$ cat src/rtl/idx_ea_pkg.sv
package idx_ea_pkg;

  localparam int unsigned WORD_W    = 16;
  localparam int unsigned ADDR_W    = 2 * WORD_W;
  localparam int unsigned MAX_WORDS = 5;
  localparam int unsigned CNT_W     = $clog2(MAX_WORDS + 1);

  typedef enum logic [2:0] {
    S_IDLE,
    S_EXT,
    S_BD,
    S_OD,
    S_CALC,
    S_MEM,
    S_DONE,
    S_FAULT
  } ea_state_e;

  // decoded extension word
  typedef struct packed {
    logic       idx_is_addr;
    logic [2:0] idx_num;
    logic       idx_long;
    logic [1:0] scale;
    logic       full;
    logic       base_sup;
    logic       idx_sup;
    logic       post_sel;
    logic [1:0] bd_sz;
    logic [1:0] ind_sel;
    logic [7:0] d8;
  } ext_fields_t;

endpackage

$ cat src/rtl/idx_ea_decode.sv
module idx_ea_decode
  import idx_ea_pkg::*;
#(
  parameter int unsigned WW = WORD_W
) (
  input  logic [WW-1:0] ext_word_i,
  input  logic          cap_word_idx_i,
  input  logic          cap_full_i,
  output ext_fields_t   fld_o,
  output logic          fault_o,
  output logic [1:0]    bd_words_o,
  output logic [1:0]    od_words_o
);

  always_comb begin
    fld_o.idx_is_addr = ext_word_i[15];
    fld_o.idx_num     = ext_word_i[14:12];
    fld_o.idx_long    = ext_word_i[11];
    fld_o.scale       = ext_word_i[10:9];
    fld_o.full        = ext_word_i[8];
    fld_o.base_sup    = ext_word_i[7];
    fld_o.idx_sup     = ext_word_i[6];
    fld_o.post_sel    = ext_word_i[2];
    fld_o.bd_sz       = ext_word_i[5:4];
    fld_o.ind_sel     = ext_word_i[1:0];
    fld_o.d8          = ext_word_i[7:0];
  end

  assign fault_o = (!ext_word_i[11] && !cap_word_idx_i) ||
                   (ext_word_i[8] && !cap_full_i);

  // displacement word counts only apply to the long format
  always_comb begin
    bd_words_o = 2'd0;
    od_words_o = 2'd0;
    if (ext_word_i[8]) begin
      case (ext_word_i[5:4])
        2'd2:    bd_words_o = 2'd1;
        2'd3:    bd_words_o = 2'd2;
        default: bd_words_o = 2'd0;
      endcase
      case (ext_word_i[1:0])
        2'd2:    od_words_o = 2'd1;
        2'd3:    od_words_o = 2'd2;
        default: od_words_o = 2'd0;
      endcase
    end
  end

endmodule

$ cat src/rtl/idx_ea_index.sv
module idx_ea_index
  import idx_ea_pkg::*;
#(
  parameter int unsigned WW = WORD_W,
  localparam int unsigned AW = 2 * WW
) (
  input  logic          is_addr_i,
  input  logic [2:0]    num_i,
  input  logic          long_i,
  input  logic [1:0]    scale_i,
  input  logic [AW-1:0] reg_data_i,
  output logic [3:0]    reg_addr_o,
  output logic [AW-1:0] idx_o
);

  logic [AW-1:0] sized;

  assign reg_addr_o = {is_addr_i, num_i};
  assign sized = long_i ? reg_data_i
                        : {{(AW-WW){reg_data_i[WW-1]}}, reg_data_i[WW-1:0]};

  always_comb begin
    case (scale_i)
      2'd0:    idx_o = sized;
      2'd1:    idx_o = {sized[AW-2:0], 1'b0};
      2'd2:    idx_o = {sized[AW-3:0], 2'b0};
      default: idx_o = {sized[AW-4:0], 3'b0};
    endcase
  end

endmodule

$ cat src/rtl/idx_ea_unit.sv
module idx_ea_unit
  import idx_ea_pkg::*;
#(
  parameter int unsigned WW = WORD_W,
  localparam int unsigned AW = 2 * WW,
  localparam int unsigned CW = CNT_W
) (
  input  logic          clk_i,
  input  logic          rst_ni,
  input  logic          start_i,
  input  logic [AW-1:0] base_i,
  input  logic          pc_rel_i,
  input  logic [AW-1:0] ext_addr_i,
  input  logic          cap_word_idx_i,
  input  logic          cap_full_i,
  input  logic          ws_valid_i,
  input  logic [WW-1:0] ws_data_i,
  output logic          ws_ready_o,
  output logic [3:0]    reg_addr_o,
  input  logic [AW-1:0] reg_data_i,
  output logic          mem_req_o,
  output logic [AW-1:0] mem_addr_o,
  input  logic          mem_rvalid_i,
  input  logic [AW-1:0] mem_rdata_i,
  output logic          busy_o,
  output logic          done_o,
  output logic          fault_o,
  output logic [AW-1:0] ea_o,
  output logic [CW-1:0] words_used_o
);

  // reset: asserted asynchronously, released through two flops
  logic rst_meta_q, rst_sync_n;
  always_ff @(posedge clk_i or negedge rst_ni) begin
    if (!rst_ni) begin
      rst_meta_q <= 1'b0;
      rst_sync_n <= 1'b0;
    end else begin
      rst_meta_q <= 1'b1;
      rst_sync_n <= rst_meta_q;
    end
  end

  ea_state_e     st_q, st_d;
  logic [WW-1:0] ext_q, ext_d;
  logic [AW-1:0] base_q, base_d, xa_q, xa_d;
  logic          pcrel_q, pcrel_d, capw_q, capw_d, capf_q, capf_d;
  logic [AW-1:0] bd_q, bd_d, od_q, od_d, addr_q, addr_d;
  logic [1:0]    left_q, left_d;
  logic [CW-1:0] cnt_q, cnt_d;

  ext_fields_t   fld;
  logic          dec_fault;
  logic [1:0]    bd_words, od_words;
  logic [AW-1:0] idx_val;
  logic          hs;
  logic [AW-1:0] base_sel, wsext, inter, pre_idx, post_idx;

  idx_ea_decode #(.WW(WW)) u_dec (
    .ext_word_i     ((st_q == S_EXT) ? ws_data_i : ext_q),
    .cap_word_idx_i (capw_q),
    .cap_full_i     (capf_q),
    .fld_o          (fld),
    .fault_o        (dec_fault),
    .bd_words_o     (bd_words),
    .od_words_o     (od_words)
  );

  idx_ea_index #(.WW(WW)) u_idx (
    .is_addr_i  (fld.idx_is_addr),
    .num_i      (fld.idx_num),
    .long_i     (fld.idx_long),
    .scale_i    (fld.scale),
    .reg_data_i (reg_data_i),
    .reg_addr_o (reg_addr_o),
    .idx_o      (idx_val)
  );

  assign ws_ready_o = (st_q == S_EXT) || (st_q == S_BD) || (st_q == S_OD);
  assign hs         = ws_ready_o && ws_valid_i;
  assign wsext      = {{(AW-WW){ws_data_i[WW-1]}}, ws_data_i};
  assign base_sel   = pcrel_q ? xa_q : base_q;
  assign pre_idx    = (!fld.idx_sup && !fld.post_sel) ? idx_val : '0;
  assign post_idx   = (!fld.idx_sup &&  fld.post_sel) ? idx_val : '0;
  assign inter      = (fld.base_sup ? '0 : base_sel) + bd_q + pre_idx;

  // next-state process
  always_comb begin
    st_d    = st_q;
    ext_d   = ext_q;
    base_d  = base_q;
    xa_d    = xa_q;
    pcrel_d = pcrel_q;
    capw_d  = capw_q;
    capf_d  = capf_q;
    bd_d    = bd_q;
    od_d    = od_q;
    addr_d  = addr_q;
    left_d  = left_q;
    cnt_d   = cnt_q;
    case (st_q)
      S_IDLE: if (start_i) begin
        st_d    = S_EXT;
        base_d  = base_i;
        xa_d    = ext_addr_i;
        pcrel_d = pc_rel_i;
        capw_d  = cap_word_idx_i;
        capf_d  = cap_full_i;
        bd_d    = '0;
        od_d    = '0;
        cnt_d   = '0;
      end
      S_EXT: if (hs) begin
        ext_d = ws_data_i;
        cnt_d = cnt_q + 1'b1;
        if (dec_fault)            st_d = S_FAULT;
        else if (!fld.full)       st_d = S_CALC;
        else if (bd_words != 2'd0) begin
          st_d = S_BD; left_d = bd_words;
        end else if (od_words != 2'd0) begin
          st_d = S_OD; left_d = od_words;
        end else                  st_d = S_CALC;
      end
      S_BD: if (hs) begin
        cnt_d  = cnt_q + 1'b1;
        left_d = left_q - 2'd1;
        if (fld.bd_sz == 2'd2)  bd_d = wsext;
        else if (left_q == 2'd2) bd_d = {ws_data_i, bd_q[WW-1:0]};
        else                     bd_d = {bd_q[AW-1:WW], ws_data_i};
        if (left_q == 2'd1) begin
          if (od_words != 2'd0) begin
            st_d = S_OD; left_d = od_words;
          end else st_d = S_CALC;
        end
      end
      S_OD: if (hs) begin
        cnt_d  = cnt_q + 1'b1;
        left_d = left_q - 2'd1;
        if (fld.ind_sel == 2'd2) od_d = wsext;
        else if (left_q == 2'd2)  od_d = {ws_data_i, od_q[WW-1:0]};
        else                      od_d = {od_q[AW-1:WW], ws_data_i};
        if (left_q == 2'd1) st_d = S_CALC;
      end
      S_CALC: begin
        if (!fld.full) begin
          addr_d = base_sel + idx_val + {{(AW-8){fld.d8[7]}}, fld.d8};
          st_d   = S_DONE;
        end else begin
          addr_d = inter;
          st_d   = (fld.ind_sel != 2'd0) ? S_MEM : S_DONE;
        end
      end
      S_MEM: if (mem_rvalid_i) begin
        addr_d = mem_rdata_i + od_q + post_idx;
        st_d   = S_DONE;
      end
      default: st_d = S_IDLE;
    endcase
  end

  // register process
  always_ff @(posedge clk_i or negedge rst_sync_n) begin
    if (!rst_sync_n) begin
      st_q    <= S_IDLE;
      ext_q   <= '0;
      base_q  <= '0;
      xa_q    <= '0;
      pcrel_q <= 1'b0;
      capw_q  <= 1'b0;
      capf_q  <= 1'b0;
      bd_q    <= '0;
      od_q    <= '0;
      addr_q  <= '0;
      left_q  <= '0;
      cnt_q   <= '0;
    end else begin
      st_q    <= st_d;
      ext_q   <= ext_d;
      base_q  <= base_d;
      xa_q    <= xa_d;
      pcrel_q <= pcrel_d;
      capw_q  <= capw_d;
      capf_q  <= capf_d;
      bd_q    <= bd_d;
      od_q    <= od_d;
      addr_q  <= addr_d;
      left_q  <= left_d;
      cnt_q   <= cnt_d;
    end
  end

  assign mem_req_o    = (st_q == S_MEM);
  assign mem_addr_o   = addr_q;
  assign busy_o       = (st_q != S_IDLE);
  assign done_o       = (st_q == S_DONE);
  assign fault_o      = (st_q == S_FAULT);
  assign ea_o         = addr_q;
  assign words_used_o = cnt_q;

  p_strobe_excl_r5: assert property (@(posedge clk_i) disable iff (!rst_sync_n)
    !(done_o && fault_o));
  p_fault_one_word_r5: assert property (@(posedge clk_i) disable iff (!rst_sync_n)
    fault_o |-> (words_used_o == CW'(1)));
  p_mem_hold_r10: assert property (@(posedge clk_i) disable iff (!rst_sync_n)
    (mem_req_o && !mem_rvalid_i) |=> (mem_req_o && $stable(mem_addr_o)));
  p_done_pulse_r12: assert property (@(posedge clk_i) disable iff (!rst_sync_n)
    done_o |=> !done_o);
  p_word_bound_r11: assert property (@(posedge clk_i) disable iff (!rst_sync_n)
    done_o |-> (words_used_o >= CW'(1) && words_used_o <= CW'(MAX_WORDS)));

endmodule

$ cat config.mk
export PLATFORM = sky130hd
export DESIGN_NAME = idx_ea_unit
export DESIGN_NICKNAME = d
export VERILOG_FILES = /design/src/rtl/idx_ea_pkg.sv /design/src/rtl/idx_ea_decode.sv /design/src/rtl/idx_ea_index.sv /design/src/rtl/idx_ea_unit.sv
export SDC_FILE = /design/constraint.sdc
export NUM_CORES = 1
export LEC_CHECK = 0
export CAP_MARGIN = 20
export CORE_ASPECT_RATIO = 0.75
export CORE_MARGIN = 2
export CORE_UTILIZATION = 25
export DETAILED_ROUTE_END_ITERATION = 10
export HOLD_SLACK_MARGIN = 0.15
export PLACE_DENSITY_LB_ADDON = 0.12
export SYNTH_ARGS = -nofsm -noshare
export SYNTH_HDL_FRONTEND = slang
export SYNTH_SLANG_ARGS = --single-unit
$ cat constraint.sdc
create_clock -name clk_i -period 6.35 [get_ports clk_i]
set_input_delay 1.905 -clock clk_i [delete_from_list [all_inputs] [get_ports clk_i]]
set_output_delay 1.905 -clock clk_i [all_outputs]
set_load 0.02 [all_outputs]
# ---- Word level (Yosys, flattened, before mapping)
# Index checks and enable logic that the tools add are counted.
dict set report word_totals {
  register_bits 189
  in_bits 152
  out_inout_bits 76
}
dict set report classes {
  n_addsub 8
  n_eq_ne 30
  n_mux 49
  n_reduce_logical 35
}
# op count
set ops {}
lappend ops {{32-bit 2-to-1 mux} 13}
lappend ops {{32-bit adder} 6}
lappend ops {{32-bit one-hot mux with 2 select lines} 3}
lappend ops {{32-bit one-hot mux with 3 select lines} 1}
lappend ops {{3-bit 2-to-1 mux} 13}
lappend ops {{2-bit 2-to-1 mux} 13}
lappend ops {{3-bit one-hot mux with 6 select lines} 1}
lappend ops {{16-bit 2-to-1 mux} 1}
lappend ops {{4-bit AND reduction} 4}
lappend ops {{7-bit AND reduction} 2}
lappend ops {{2-bit nonzero test} 7}
lappend ops {{2-bit == test (second input constant)} 6}
lappend ops {{3-bit == test (second input constant)} 4}
lappend ops {{2-bit by 1-bit != test with 1-bit output (second input constant)} 5}
lappend ops {{2-bit != test (second input constant)} 5}
lappend ops {{3-bit by 1-bit != test with 1-bit output (second input constant)} 3}
lappend ops {{2-bit one-hot mux with 2 select lines} 2}
lappend ops {{3-bit by 2-bit == test with 1-bit output (second input constant)} 2}
lappend ops {{2-bit one-hot mux with 3 select lines} 1}
lappend ops {{3-bit one-hot mux with 2 select lines} 1}
lappend ops {{2-bit AND reduction} 3}
lappend ops {{3-bit nonzero test} 2}
lappend ops {{1-bit logical AND} 5}
lappend ops {{1-bit zero test} 5}
lappend ops {{other kinds (11)} 14}

# ---- Logic depth before layout (Yosys ltp)
dict set report depth {
  depth_word 12
  ltp_mapped 23
  ltp_nobuf 21
}

# ---- Hierarchy
# Synthesis repeated with hierarchy kept, for this count alone.
dict set report unflattened {
  cells_unflattened 2022
  area_unflattened_um2 17668.2
}
# module n_inst cells_each area_each_um2 seq_area_each_um2
set modules_own_cells {}
lappend modules_own_cells {idx_ea_unit 1 1906 16609.7 4729.5}
lappend modules_own_cells {idx_ea_index 1 85 842.1 0.0}
lappend modules_own_cells {idx_ea_decode 1 31 216.5 0.0}

# ---- Least setup slack after synthesis
# Ideal clock, no wire load.
dict set report synth_path {
  kind {input -> register}
  startpoint {input port ws_data_i[9]}
  endpoint {register addr_q[31] (netlist: ea_o[31])}
  setup_ns 0.121
  arrival_ns 6.617
  required_ns 6.229
  setup_slack_ns -0.388
  stages 20
  n_path_buf 2
  cell_sequence {clkbuf_1 > nand2_1 > nand2_1 > clkbuf_1 > mux2i_1 > nand2b_1 > nor2_1 > fa_1 > ha_1 > fa_1 > a211oi_2 > o21ai_1 > a311o_1 > a211o_2 > a2111o_1 > a31o_1 > a21oi_2 > xnor2_1 > a221o_1 > o22a_1}
}
dict set report synth_between {
  elab_chain_cells 7
  elab_cells_between_ends 14
}
# element line_no
set synth_rtl {}
lappend synth_rtl {{start: declaration} idx_ea_unit.sv:17} ;# input logic [WW-1:0] ws_data_i,
lappend synth_rtl {{16-bit 2-to-1 mux *} idx_ea_unit.sv:60} ;# .ext_word_i ((st_q == S_EXT) ? ws_data_i : ext_q),
lappend synth_rtl {{2-bit == test (tied with other cells)} idx_ea_index.sv:23} ;# case (scale_i)
lappend synth_rtl {{32-bit one-hot mux with 3 select lines *} idx_ea_index.sv:23}
lappend synth_rtl {{32-bit adder (tied with other cells)} idx_ea_unit.sv:146} ;# addr_d = base_sel + idx_val + {{(AW-8){fld.d8[7]}}, fld.d8};
lappend synth_rtl {{32-bit adder, on equally long branches} {idx_ea_unit.sv:146, idx_ea_unit.sv:85, idx_ea_unit.sv:154}}
lappend synth_rtl {{32-bit 2-to-1 mux, on equally long branches} {idx_ea_unit.sv:145, idx_ea_unit.sv:153}}
lappend synth_rtl {{32-bit one-hot mux with 2 select lines *} idx_ea_unit.sv:101} ;# case (st_q)
lappend synth_rtl {{end signal: assignment} idx_ea_unit.sv:186} ;# addr_q <= addr_d;
lappend synth_rtl {{end: declaration} idx_ea_unit.sv:48} ;# logic [AW-1:0] bd_q, bd_d, od_q, od_d, addr_q, addr_d;
# Mark *: on every way between the ends. The rest lies on a longest branch, timed or not. The select of a mux whose other input is x is not followed.
# A chain may end at the register's enable or synchronous reset.

# ---- Worst setup path after layout
dict set report layout_path {
  startpoint {input port ws_data_i[6]}
  endpoint {register addr_q[31] (netlist: ea_o[31])}
}
dict set report layout_between {
  elab_chain_cells 7
  elab_cells_between_ends 12
}
# element line_no
set layout_rtl {}
lappend layout_rtl {{16-bit 2-to-1 mux *} idx_ea_unit.sv:60}
lappend layout_rtl {{1-bit zero test} {idx_ea_unit.sv:83, idx_ea_unit.sv:84}}
lappend layout_rtl {{1-bit logical AND, on equally long branches} {idx_ea_unit.sv:84, idx_ea_unit.sv:83}}
lappend layout_rtl {{32-bit 2-to-1 mux, on equally long branches} {idx_ea_unit.sv:84, idx_ea_unit.sv:83}}
lappend layout_rtl {{32-bit adder, on equally long branches} {idx_ea_unit.sv:154, idx_ea_unit.sv:85}}
lappend layout_rtl {{32-bit 2-to-1 mux, on equally long branches} {idx_ea_unit.sv:153, idx_ea_unit.sv:145}}
lappend layout_rtl {{32-bit one-hot mux with 2 select lines *} idx_ea_unit.sv:101}
# Marks and branches as above.

==> out/results.tsv <==
stage	metric	value	unit
synthesis	yosys.cell_types.count	79	
sta	fmax	161	MHz
floorplan	coreArea	66600	µm²
cells_and_area	nFillCells	7015	
sta	relSlewSlack	0.248	
setup_path	r2r_slack	0.73	ns
sta	slew_violations	0	
status	status	completed	
clock_network	cts_made_buffers	17	
synthesis	syn_inst	2009	
cells_and_area	area_growth	38.2	%
floorplan	io_pins	228	
synthesis	async_flop_share	1.00	
global_routing	grt_pass1_wl	104000	µm
synthesis	synth_top_family_by_area	simple AND/OR/NAND/NOR gates	
cells_and_area	layout-drive-gt1-share	0.211	
floorplan	die_height	228	µm
placed_design	io_buffers	227	
clock_network	tritoncts	yes	
cells_and_area	instances_no_fill	3376	
floorplan	rows	82	
detailed_routing	dr.pass1.iters	5	
placed_design	place_congestion	0.887	
synthesis	synth_area_leader_cell	dfrtp_1	
synthesis	synth.area.mux_share	0.0583	
sta	fin_skew	0.0107	ns
synthesis	yosys.area_share.xor_xnor	0.0402	
placed_design	place_inst	3336	
floorplan	chipWidth	303	µm
clock_network	htree_num_levels	4	
sta	hold_violations	0	
placed_design	dp_hpwl	56100	µm
placed_design	dp_slack	-0.759	ns
sta	setup_viol	0	
floorplan	start_util	0.252	
cells_and_area	final_util	0.348	
sta	tightest_slew	1.12	ns
setup_path	arrival	6.61	ns
detailed_routing	ant_nets	0	
synthesis	synth-seq-cells	189	
global_routing	grt_overflow_total	0	
floorplan	die_area	69300	µm²
run	drv_cap	0	
setup_path	crit_path_start_kind	input pin	
setup_path	ff2ff_path_depth	21	
hold_path	hold_path.class	register to asynchronous set/reset pin	
clock_network	cts_buffer_depth	2	
sta	timing.final.crit_share	0.980	
detailed_routing	drt_iter0_drc	1034	
detailed_routing	num_vias	16200	
global_routing	track_usage	0.202	
setup_path	timing.rr.end	ea_o[31]	
setup_path	end_kind	register	
setup_path	cp.required	6.74	ns
global_routing	first_global_vias	16600	
setup_path	critPathKind	input pin to register	
synthesis	ys_seq_area_frac	0.282	
synthesis	synth-compound-area-share	0.189	
synthesis	synth_top_area_share	0.282	
synthesis	synthSimpleGateAreaFrac	0.194	
setup_path	reg2reg_from	st_q[0]	
clock_network	clk_latency	0.50	ns
detailed_routing	wl_per_cell	20.3	µm
clock_network	clkSinkCount	189	
detailed_routing	via_per_inst	4.80	
sta	fin_tns_setup	0	ns
synthesis	synth_area	16800	µm²
clock_network	clkSlewWorstSetupHoldPaths	0.07	ns
synthesis	synth.avg_cell_area	8.36	µm²
synthesis	yosys.area_share.adder	0.184	
global_routing	antenna_found_initial	1	
synthesis	synth_area_leaders	dfrtp_1 28%, fa_1 11%, nand2_1 10%	
detailed_routing	drcViolationCount	0	
detailed_routing	wirelength	68700	µm
synthesis	synth_edf_count	0	
clock_network	root_buffer	clkbuf_16	
synthesis	yosys_warnings	0	
synthesis	syn_nets	2350	
sta	period_needed	6.22	ns
cells_and_area	layout.nets	2823	
setup_path	critPathMaxFanout	5	
synthesis	synth_flop_cell	dfrtp_1	
sta	fin_ws	0.129	ns
global_routing	grt_start_max_net_pins	106	
layout by cell type, fill, tap and decap left out, types with 9 or more instances in the layout:
cell and instances:
inv_1 74, nor2b_1 12, fa_1 94, nor2_1 137
a31oi_1 17, o21bai_1 10, mux2_2 61, o21a_1 11
nor3_1 26, clkbuf_16 17, o211ai_1 13, buf_4 347
a21oi_1 146, nand2b_1 17, a21o_1 39, a211oi_1 16
nand3_1 33, ha_1 90, a22o_1 34, mux2i_1 19
and2_1 36, and3_1 11, nand4_1 9, nand2_1 451
o21ai_1 15, dfrtp_1 188, xor2_1 29, clkdlybuf4s50_1 224
xnor2_1 48, o21ai_0 91
cell families after synthesis:
kind of cell               count (synthesis)
adders and majority gates                189
and+or+nand+nor                          771
DFF                                      189
buffers and inverters                    201
xor gates and xnor gates                  77
muxes                                     90
AOI/OAI and AO/OA                        491
other                                      1
state kept, by name (all words and copies together), names as in the netlist, 2 cells and up:
name and flops:
base_q 32, left_q 2, bd_q 32, ext_q 16, od_q 32, ea_o 32, xa_q 32, st_q 3
words_used_o 3
cell usage after synthesis, types with 11 or more instances:
cell        n
fa_1       96
o21ai_0   106
o21a_1     11
a21o_1     39
and2_1     37
a21oi_1   152
xnor2_1    48
nor3_1     28
a31oi_1    17
a22o_1     34
nor2_1    142
and3_1     13
nor2b_1    12
buf_4      35
o211ai_1   13
inv_1      74
mux2i_1    27
nand2_1   460
nand2b_1   18
mux2_2     62
clkbuf_1   83
dfrtp_1   189
xor2_1     29
a211oi_1   18
nand3_1    33
ha_1       93
per-layer routing:
metal / routed length, µm / share of wire / up-vias / track usage
met3: 2560 / 0.037 / 42 / 0.0317
met5: 0 / 0 / - / 0
met2: 33800 / 0.49 / 289 / 0.346
met4: 1040 / 0.015 / 0 / 0.0442
li1: - / - / 7858 / -
met1: 31200 / 0.45 / 8006 / 0.266
worst max-delay path: stages:
cell             delay [ns]
clkdlybuf4s50_1        0.49
mux2i_2                0.27
nand2_4                0.14
buf_4                  0.19
nor2_4                 0.15
fa_2                   0.49
fa_2                   0.44
a211oi_4               0.28
o21ai_2                0.11
a311o_1                0.34
a211o_4                0.38
a2111o_1               0.42
a31o_1                 0.24
a21oi_2                0.16
xnor2_1                0.09
a221o_1                0.34
o22a_1                 0.17
per-stage QoR:
| stage | area, µm² | hold slack [ns] |
|---|---|---|
| after CTS | 22900 | 0.198 |
| after detailed placement | 22200 | 0.190 |
| after global routing | 23200 | 0.205 |
| final | 23200 | 0.189 |
| after global placement | 22200 | 0.190 |
| after floorplan | 16800 | 0.331 |
worst max-delay path by stage:
stage	from	endpoint	slack (ns)	cells after the start
finish	ws_data_i[6]	ea_o[31]	0.13	17
global route	ws_data_i[11]	ea_o[30]	-0.004	22
CTS	ws_data_i[9]	ea_o[31]	-0.005	19
detailed placement	ws_data_i[6]	ea_o[31]	-0.76	17
global placement	ws_data_i[10]	ea_o[31]	-0.78	18
floorplan	ws_data_i[10]	ea_o[31]	0.001	19
timing repair:
item	CTS	global route
pin swaps	0	18
gates cloned	0	1
endpoints found under the setup margin	10	17
buffers inserted	1	6
resized for setup	33	53
hold buffers	0	0
layout make-up:
type                    instances  area (µm²)  share of cell area
well taps                     882        1100              0.0476
flip-flops and latches        189        4730               0.204
clock inverters                11         143             0.00615
clock buffers                  19         433              0.0187
diodes                          1        2.50            0.000108
inverters                      74         278              0.0120
repair buffers                581        5000               0.216
multi-input cells            1619       11500               0.496
Power is left out: the tool's default activity adds up to more than one toggle a clock period on the data nets, which glitch-free logic cannot reach.
